### config.mk
export PLATFORM = sky130hd
export DESIGN_NAME = adc_sample_buffer
export DESIGN_NICKNAME = d
export VERILOG_FILES = /design/src/rtl/adc_buf_pkg.sv /design/src/rtl/adc_buf_ctrl.sv /design/src/rtl/adc_buf_ptr.sv /design/src/rtl/adc_buf_mem.sv /design/src/rtl/adc_sample_buffer.sv
export SDC_FILE = /design/constraint.sdc
export NUM_CORES = 2
export LEC_CHECK = 0
export ABC_AREA = 0
export BUFFER_PORTS_ARGS = -buffer_cell sky130_fd_sc_hd__buf_2
export CAP_MARGIN = 0
export CORE_ASPECT_RATIO = 0.8
export CORE_MARGIN = 5
export CORE_UTILIZATION = 65
export CTS_BUF_LIST = sky130_fd_sc_hd__clkbuf_16
export DETAILED_ROUTE_END_ITERATION = 10
export PLACE_DENSITY_LB_ADDON = 0.1
export SYNTH_ARGS = -nofsm -noshare
export SYNTH_HDL_FRONTEND = slang
export SYNTH_SLANG_ARGS = --single-unit
### constraint.sdc
create_clock -name clk_i -period 5.7 [get_ports clk_i]
set_input_delay 0 -clock clk_i [delete_from_list [all_inputs] [get_ports clk_i]]
set_output_delay 0 -clock clk_i [all_outputs]
set_load 0.01 [all_outputs]
### src/rtl/adc_buf_pkg.sv
package adc_buf_pkg;

  typedef struct packed {
    logic wr_ok;   // write takes effect
    logic rd_ok;   // read takes effect
    logic drop;    // write discarded while full
  } buf_op_t;

endpackage

### src/rtl/adc_buf_ctrl.sv
module adc_buf_ctrl
  import adc_buf_pkg::*;
(
  input  logic    wr_i,
  input  logic    rd_i,
  input  logic    full_i,
  input  logic    empty_i,
  output buf_op_t op_o
);

  // a read frees a slot in the same cycle, so a write at full still fits
  always_comb begin
    op_o.rd_ok = rd_i && !empty_i;
    op_o.wr_ok = wr_i && (!full_i || rd_i);
    op_o.drop  = wr_i && full_i && !rd_i;
  end

endmodule

### src/rtl/adc_buf_ptr.sv
module adc_buf_ptr
  import adc_buf_pkg::*;
#(
  parameter int DEPTH = 256,
  localparam int PTR_W = $clog2(DEPTH),
  localparam int CNT_W = $clog2(DEPTH + 1)
) (
  input  logic             clk_i,
  input  logic             rst_ni,
  input  buf_op_t          op_i,
  output logic [PTR_W-1:0] wr_ptr_o,
  output logic [PTR_W-1:0] rd_ptr_o,
  output logic             full_o,
  output logic             empty_o,
  output logic             half_o,
  output logic             ovf_o
);

  localparam logic [CNT_W-1:0] CNT_FULL = CNT_W'(DEPTH);
  localparam logic [CNT_W-1:0] CNT_HALF = CNT_W'(DEPTH / 2);
  localparam logic [PTR_W-1:0] PTR_LAST = PTR_W'(DEPTH - 1);

  logic [CNT_W-1:0] cnt_q;
  logic [PTR_W-1:0] wr_ptr_q, rd_ptr_q;
  logic             ovf_q;

  function automatic logic [PTR_W-1:0] ptr_inc(input logic [PTR_W-1:0] p);
    return (p == PTR_LAST) ? '0 : p + 1'b1;
  endfunction

  always_ff @(posedge clk_i or negedge rst_ni) begin
    if (!rst_ni) begin
      cnt_q    <= '0;
      wr_ptr_q <= '0;
      rd_ptr_q <= '0;
      ovf_q    <= 1'b0;
    end else begin
      if (op_i.wr_ok) wr_ptr_q <= ptr_inc(wr_ptr_q);
      if (op_i.rd_ok) rd_ptr_q <= ptr_inc(rd_ptr_q);
      case ({op_i.wr_ok, op_i.rd_ok})
        2'b10:   cnt_q <= cnt_q + 1'b1;
        2'b01:   cnt_q <= cnt_q - 1'b1;
        default: cnt_q <= cnt_q;
      endcase
      if (op_i.drop) ovf_q <= 1'b1;
    end
  end

  assign wr_ptr_o = wr_ptr_q;
  assign rd_ptr_o = rd_ptr_q;
  assign full_o   = (cnt_q == CNT_FULL);
  assign empty_o  = (cnt_q == '0);
  assign half_o   = (cnt_q >= CNT_HALF);
  assign ovf_o    = ovf_q;

  AST_CNT_STEP: assert property (@(posedge clk_i) disable iff (!rst_ni)
    1'b1 |=> (cnt_q == $past(cnt_q) || cnt_q == $past(cnt_q) + 1'b1 ||
              cnt_q == $past(cnt_q) - 1'b1));
  AST_FULL_EMPTY_EXCL: assert property (@(posedge clk_i) disable iff (!rst_ni)
    !(full_o && empty_o));
  AST_DROP_FLAGS: assert property (@(posedge clk_i) disable iff (!rst_ni)
    op_i.drop |=> (full_o && ovf_o));
  AST_OVF_STICKY: assert property (@(posedge clk_i) disable iff (!rst_ni)
    ovf_o |=> ovf_o);
  AST_HALF_LEVEL: assert property (@(posedge clk_i) disable iff (!rst_ni)
    (half_o && !op_i.rd_ok) |=> half_o);
  AST_EMPTY_RD_IGNORED: assert property (@(posedge clk_i) disable iff (!rst_ni)
    (empty_o && !op_i.wr_ok) |=> empty_o);

endmodule

### src/rtl/adc_buf_mem.sv
module adc_buf_mem #(
  parameter int DATA_W = 12,
  parameter int DEPTH  = 256,
  localparam int PTR_W = $clog2(DEPTH)
) (
  input  logic              clk_i,
  input  logic              rst_ni,
  input  logic              wr_en_i,
  input  logic [PTR_W-1:0]  wr_ptr_i,
  input  logic [DATA_W-1:0] wr_data_i,
  input  logic [PTR_W-1:0]  rd_ptr_i,
  output logic [DATA_W-1:0] rd_data_o
);

  logic [DATA_W-1:0] ent [DEPTH];

  // per-entry registers so reset clears the whole store
  for (genvar g = 0; g < DEPTH; g++) begin : g_ent
    logic [DATA_W-1:0] q;
    always_ff @(posedge clk_i or negedge rst_ni) begin
      if (!rst_ni)                                q <= '0;
      else if (wr_en_i && wr_ptr_i == PTR_W'(g))  q <= wr_data_i;
    end
    assign ent[g] = q;
  end

  assign rd_data_o = ent[rd_ptr_i];

endmodule

### src/rtl/adc_sample_buffer.sv
module adc_sample_buffer
  import adc_buf_pkg::*;
#(
  parameter int DATA_W = 12,
  parameter int DEPTH  = 256,
  localparam int PTR_W = $clog2(DEPTH)
) (
  input  logic              clk_i,
  input  logic              rst_ni,
  input  logic              wr_i,
  input  logic [DATA_W-1:0] wr_data_i,
  input  logic              rd_i,
  output logic [DATA_W-1:0] rd_data_o,
  output logic              half_full_o,
  output logic              full_o,
  output logic              empty_o,
  output logic              inhibit_o,
  output logic              overflow_o
);

  buf_op_t          op;
  logic [PTR_W-1:0] wr_ptr, rd_ptr;
  logic             full, empty;

  adc_buf_ctrl u_ctrl (
    .wr_i    (wr_i),
    .rd_i    (rd_i),
    .full_i  (full),
    .empty_i (empty),
    .op_o    (op)
  );

  adc_buf_ptr #(.DEPTH(DEPTH)) u_ptr (
    .clk_i    (clk_i),
    .rst_ni   (rst_ni),
    .op_i     (op),
    .wr_ptr_o (wr_ptr),
    .rd_ptr_o (rd_ptr),
    .full_o   (full),
    .empty_o  (empty),
    .half_o   (half_full_o),
    .ovf_o    (overflow_o)
  );

  adc_buf_mem #(.DATA_W(DATA_W), .DEPTH(DEPTH)) u_mem (
    .clk_i     (clk_i),
    .rst_ni    (rst_ni),
    .wr_en_i   (op.wr_ok),
    .wr_ptr_i  (wr_ptr),
    .wr_data_i (wr_data_i),
    .rd_ptr_i  (rd_ptr),
    .rd_data_o (rd_data_o)
  );

  assign full_o    = full;
  assign empty_o   = empty;
  assign inhibit_o = full;

  AST_BOTH_AT_FULL: assert property (@(posedge clk_i) disable iff (!rst_ni)
    (full_o && wr_i && rd_i) |=> (full_o && $stable(overflow_o)));
  AST_BOTH_AT_EMPTY: assert property (@(posedge clk_i) disable iff (!rst_ni)
    (empty_o && wr_i && rd_i) |=> (!empty_o && (DEPTH == 1 || !full_o)));
  AST_HOLD_OFF: assert property (@(posedge clk_i) disable iff (!rst_ni)
    (wr_i && !rd_i && full_o) |=> full_o);

endmodule

**Yosys cells after proc, flatten, opt, wreduce, memory -nomap -nowiden**

Cells that the tools add are included.

- Add/subtract/negate cells: 4
- $lt $le $gt $ge: 2
- Equal/unequal tests: 259
- Mux-type cells: 6
- Bitwise gates (word level): 1
- Reduce and logical (&&, ||, !) cells: 267

Operator list:

| cell | number |
|---|---|
| == test 8 bit (second input constant) | 129 |
| == test 8 x 7 -> 1 bit (second input constant) | 64 |
| logical AND 1 bit | 260 |
| == test 8 x 6 -> 1 bit (second input constant) | 32 |
| == test 8 x 5 -> 1 bit (second input constant) | 16 |
| binary-select mux 12 bit (select 8 bit) | 1 |
| == test 8 x 4 -> 1 bit (second input constant) | 8 |
| == test 8 x 3 -> 1 bit (second input constant) | 4 |
| 2-to-1 mux 12 bit | 2 |
| one-hot mux 9 bit (2 select lines) | 1 |
| adder 8 x 1 -> 8 bit (second input constant) | 2 |
| == test 8 x 2 -> 1 bit (second input constant) | 2 |
| 2-to-1 mux 8 bit | 2 |
| adder 9 x 1 -> 9 bit (second input constant) | 1 |
| == test 9 bit (second input constant) | 1 |
| >= comparator 9 x 8 -> 1 bit (second input constant) | 1 |
| >= comparator 9 bit (second input constant) | 1 |
| zero test 9 bit | 1 |
| inverter 8 -> 9 bit | 1 |
| subtractor 9 x 1 -> 9 bit (second input constant) | 1 |
| == test 8 x 1 -> 1 bit (second input constant) | 1 |
| zero test 8 bit | 1 |
| zero test 1 bit | 3 |
| == test 2 x 1 -> 1 bit (second input constant) | 1 |
| 3 further kinds | 3 |

- Bits in registers: 3,098
- Input port bits: 16
- Output and inout bits: 17
- Word-level logic and storage cells: 799

**Logic depth before layout (Yosys ltp)**

- Word-level depth: 6
- Depth in mapped cells: 14
- Mapped depth without buffers: 12

**By module**

From an unflattened synthesis, not the netlist that was laid out.

- Cells, all modules: 9,248
- Area total of the unflattened synthesis: 142,102.5 µm²

Modules (own cells, without submodules):

| module | times used | cells an instance | area an instance (µm²) | seq. area each (µm²) |
|---|---|---|---|---|
| adc_buf_mem | 1 | 9,061 | 140,357.1 | 76,873.7 |
| adc_buf_ptr | 1 | 182 | 1,716.6 | 650.6 |
| adc_buf_ctrl | 1 | 4 | 21.3 | 0.0 |
| adc_sample_buffer | 1 | 1 | 7.5 | 0.0 |

**Worst setup path before layout**

No wires, ideal clock.

- Path kind: flip-flop to flip-flop
- Start point: register u_ptr.cnt_q[0]
- End point: register u_ptr.cnt_q[8]
- Setup time: 0.079 ns
- Arrival time: 3.309 ns
- Required time: 5.621 ns
- Setup slack: 2.312 ns
- Stages on the path, launching flop included: 14
- Buffers on the path: 1
- Period minus slack after synthesis: 3.388 ns
- Cells stage by stage: dfrtp_1 nor4_1 nand2_1 o21a_1 clkbuf_1 ha_1 fa_1 a21o_1 a21oi_1 o21bai_1 a2111o_1 and3_1 nor3_1 xor2_1

RTL lines:

| element | RTL line | RTL |
|---|---|---|
| start, declared | adc_buf_ptr.sv:23 | `logic [CNT_W-1:0] cnt_q;` |
| start signal, assigned | adc_buf_ptr.sv:41 | `2'b10: cnt_q <= cnt_q + 1'b1;` |
| start signal, assigned | adc_buf_ptr.sv:42 | `2'b01: cnt_q <= cnt_q - 1'b1;` |
| start signal, assigned | adc_buf_ptr.sv:43 | `default: cnt_q <= cnt_q;` |

**Worst setup path in the final report**

- Start point: register u_ptr.rd_ptr_q[0] (netlist: u_ptr.rd_ptr_o[0])
- End point: output rd_data_o[7]

- Word-level cells in the longest chain between the ends: 4

RTL lines:

| element | RTL line | RTL |
|---|---|---|
| start, declared | adc_buf_ptr.sv:24 | `logic [PTR_W-1:0] wr_ptr_q, rd_ptr_q;` |
| start signal, assigned | adc_buf_ptr.sv:39 | `if (op_i.rd_ok) rd_ptr_q <= ptr_inc(rd_ptr_q);` |
| inverter 8 -> 9 bit (not written as such) | adc_buf_mem.sv:27 | `assign rd_data_o = ent[rd_ptr_i];` |
| binary-select mux 12 bit (select 8 bit) | adc_buf_mem.sv:27 |  |
| 2-to-1 mux 12 bit (not written as such) (2 in series) | adc_buf_mem.sv:27 |  |
| end, declared | adc_sample_buffer.sv:13 | `output logic [DATA_W-1:0] rd_data_o,` |

Every way passes these cells. The select of a mux whose other input is x is not followed.

==> impl_metrics.py <==
metrics = {
    "setup_path": {
        "cp.arrival_ns": 5.77,
        "worstSetupPathType": "reg2out",
        "path_cells": "buf_12 > buf_12 > mux2i_1 > a221oi_1 > a21oi_1 > o21ai_0 > nand3_1 > o32ai_1 > a311o_1 > buf_2",
        "critPathRequiredTime_ns": 5.70,
        "critical-path-top-delay-family": "compound AO/OA/AOI/OAI gates",
        "crit_buf_inv": 3,
        "cpMostUsedCell": "buf_12",
        "crit_fanout": 49,
        "max_stage_delay_ns": 1.08,
        "start_kind": "flip-flop",
        "cp-end-kind": "output pin",
        "cp_slowest_cell": "a221oi_1",
    },
    "synthesis": {
        "syn_area_sq_um": 141700,
        "yosysUniqueCellTypes": 74,
        "syn_inst": 9049,
        "synth_fp_nets": 9079,
        "synth-seq-cells": 3098,
        "synth_flop_cell": "dfrtp_1",
        "synthArstFlopShare_pct": 100.0,
        "synth_edf_count": 0,
        "seq_area_frac_synth_pct": 54.69,
        "synth_area_per_cell_sq_um": 15.66,
        "synth.yosys.warnings": 0,
    },
    "timing": {
        "period_share_pct": 101.2,
        "drv_slew": 3,
        "setup-violations-final": 2,
        "worstMarginPinSlew_ns": 1.528,
        "finalHoldViolCount": 0,
        "clock_skew_ns": 0.03723,
        "clock.fmax_ghz": 0.1734,
        "slew_headroom_pct": -3.179,
        "rsz0062_at_grt": "no",
        "finalCriticalPeriod_ns": 5.768,
        "setup_ws_ns": -0.06770,
    },
    "final_layout": {
        "stdcell_count": 11920,
        "final_util_pct": 70.95,
        "finalNetCount": 8836,
        "area_growth_pct": 8.659,
        "fillCellCount": 13990,
        "drive_above_1_share_pct": 51.67,
    },
    "floorplan": {
        "ios": 33,
        "initial_core_util_pct": 65.29,
        "die_area_sq_um": 227600,
        "core_area_sq_um": 217100,
        "die-width_microns": 532.1,
        "dieHeight_microns": 427.7,
        "rows": 153,
    },
    "grt": {
        "grt.total_usage_pct": 35.92,
        "overflow": 0,
        "grt_pass1_wl_microns": 601400,
        "antenna_found_initial": 20,
        "grt_pass1_vias": 86350,
        "grt_max_degree": 181,
    },
    "placed_design": {
        "place_inst": 11350,
        "place_congestion": 0.9092,
        "dp_hpwl_microns": 250000,
        "pre_cts_ws_ns": 0.9108,
        "io_buffer_count": 32,
    },
    "routing": {
        "drt-pass1-iter-count": 9,
        "antenna_left": 0,
        "drt_iter0_markers": 8932,
        "vias_per_cell": 7.011,
        "routedWlPerCell_microns": 33.98,
        "via_count": 83550,
        "routed_wl_microns": 405000,
        "route.detailed.drc": 0,
    },
    "outcome": {
        "violations": "capacitance limit, slew limit, setup timing",
        "outcome": "complete, but fails checks",
    },
    "cts": {
        "cts_tree": "yes",
        "cts_buffers": 306,
        "cts_buffer_depth": 4,
        "clock_latency_ns": 0.88,
        "path_clk_slew_ns": 0.06,
        "clock-sinks": 3098,
        "cts_root_buf": "clkbuf_16",
        "h-tree-depth": 5,
    },
    "pwr": {
        "p_leak_nw": 74.40,
        "vdd_drop_max_mv": 0.3273,
        "power-per-cell-area_nw_per_um2": 402.5,
    },
    "worst_hold_path": {
        "min_path_type": "in2reg",
    },
    "flow_run": {
        "cap_violations": 2,
    },
}
cell families after synthesis:
kind of cell	synth area share (%)
multiplexers	38.51
AND/OR/NAND/NOR	1.546
XOR/XNOR	0.09886
AO/OA/AOI/OAI	1.945
buffers and inverters	3.079
adder cells (fa/ha/maj)	0.1289
flip-flops	54.69
metal layers:
metal | GRT usage (%) | share of wire (%) | wire length (microns)
met5 | 0.7519 | 0.088 | 358
met4 | 14.71 | 4.6 | 18790
met3 | 11.14 | 10 | 40760
met1 | 51.90 | 41 | 167800
met2 | 51.43 | 44 | 177200
layout by cell type (no fill, tap or decap), types with 22 or more instances in the layout:
cell       synthesis  layout
mux2i_1          203     203
a221oi_1          44      44
mux2_2          3075    3075
inv_1             10      84
diode_2            0      24
nand3_1           22      22
a22oi_1           41      41
nor2_2             0      29
buf_12             5      60
clkinv_2           0      29
and2_1            24      22
clkinv_1           4      80
clkbuf_16          0     318
nand2_1          201     193
o221ai_1          25      25
buf_4             27     254
mux4_2           795     795
o21ai_0           58      58
nor2_1           201     170
a21oi_1           95      94
o22ai_1           34      34
dfrtp_1         3098    3091
registers in the layout (all words and copies together), names as in the netlist:
| register | flops |
|---|---|
| u_ptr.wr_ptr_o | 8 |
| u_ptr.ovf_o | 1 |
| u_ptr.cnt_q | 9 |
| u_ptr.rd_ptr_o | 8 |
| u_mem.g_ent.q | 3072 |
power breakdown:
group / switching [W] / internal, W / leakage [nW] / total, W
registers: 0.00146 / 0.0241 / 42.8 / 0.0255
clock network: 0.00853 / 0.0105 / 4.78 / 0.0191
logic: 0.0105 / 0.00687 / 26.8 / 0.0174
Yosys cell counts (6+ instances only):
master     count  share of area [%]
a211oi_1      16              0.085
buf_6         43               0.34
xnor2_1       12              0.074
nand3_1       22              0.078
clkbuf_1     579                1.5
mux2i_1      203                1.4
and2_1        24               0.11
o21ai_0       58               0.20
a22oi_1       41               0.22
dfrtp_1     3098                 55
a21oi_1       95               0.34
buf_4         27               0.14
buf_8          7              0.074
mux2_2      3075                 24
nor2b_1       12              0.053
buf_1         16              0.042
ha_1          13               0.11
nand4_1        6              0.026
a31oi_1       15              0.066
a21o_1         7              0.037
and3_1        10              0.044
o22ai_1       34               0.15
inv_1         10              0.026
o221ai_1      25               0.15
nor2_1       201               0.53
a221oi_1      44               0.27
buf_2        237               0.84
a2111oi_0      7              0.043
nor3_1        16              0.056
nand2_1      201               0.53
mux4_2       795                 13
metrics by stage:
stage	TNS (ns)	hold slack, ns	power (W)	cell area, sq um
final	-0.07768	0.05289	0.06199	154000
after global routing	0	0.06229	0.06380	154000
after CTS	0	0.05882	0.06171	153900
after detailed placement	0	0.07277	0.04272	144600
after global placement	0	0.09409	0.04238	144600
after floorplan	0	-0.2956	0.03618	141700
worst paths after layout:
path / cells past startpoint / to / start / slack, ns
max in group asynchronous: 4 / u_mem.g_ent[236].q[3]$_DFFE_PN0P_ / rst_ni / 4.39
worst max register to register: 7 / u_mem.g_ent[99].q[10]$_DFFE_PN0P_ / u_ptr.cnt_q[0]$_DFFE_PN0P_ / 1.42
worst min register to register: 1 / u_mem.g_ent[206].q[2]$_DFFE_PN0P_ / u_mem.g_ent[206].q[2]$_DFFE_PN0P_ / 0.50
min in group asynchronous: 3 / u_mem.g_ent[109].q[4]$_DFFE_PN0P_ / rst_ni / 0.08
worst min-delay path: 2 / u_mem.g_ent[161].q[8]$_DFFE_PN0P_ / wr_data_i[8] / 0.05
worst max-delay path: 10 / rd_data_o[7] / u_ptr.rd_ptr_o[0]$_DFFE_PN0P_ / -0.07
area by class of cell:
| class | count | area, sq um | area share (%) |
|---|---|---|---|
| clock buffer | 318 | 7958 | 5.167 |
| inverter | 14 | 62.56 | 0.04062 |
| tap | 2867 | 3587 | 2.329 |
| multi-input combinational | 5023 | 60020 | 38.97 |
| sequential | 3098 | 77540 | 50.35 |
| timing repair buffer | 363 | 3580 | 2.324 |
| clock inverter | 210 | 1207 | 0.7839 |
| antenna | 24 | 60.06 | 0.03899 |
repair_timing:
| action | CTS | global route |
|---|---|---|
| hold buffers | 14 | 0 |
| endpoints found under the setup margin | 2 | 1 |
| buffers inserted | 1 | 1 |
| resized for setup | 0 | 1 |
| gates cloned | 0 | 0 |
| endpoints found under the hold margin | 1494 | 0 |
Power figures use the tool's default switching activity.
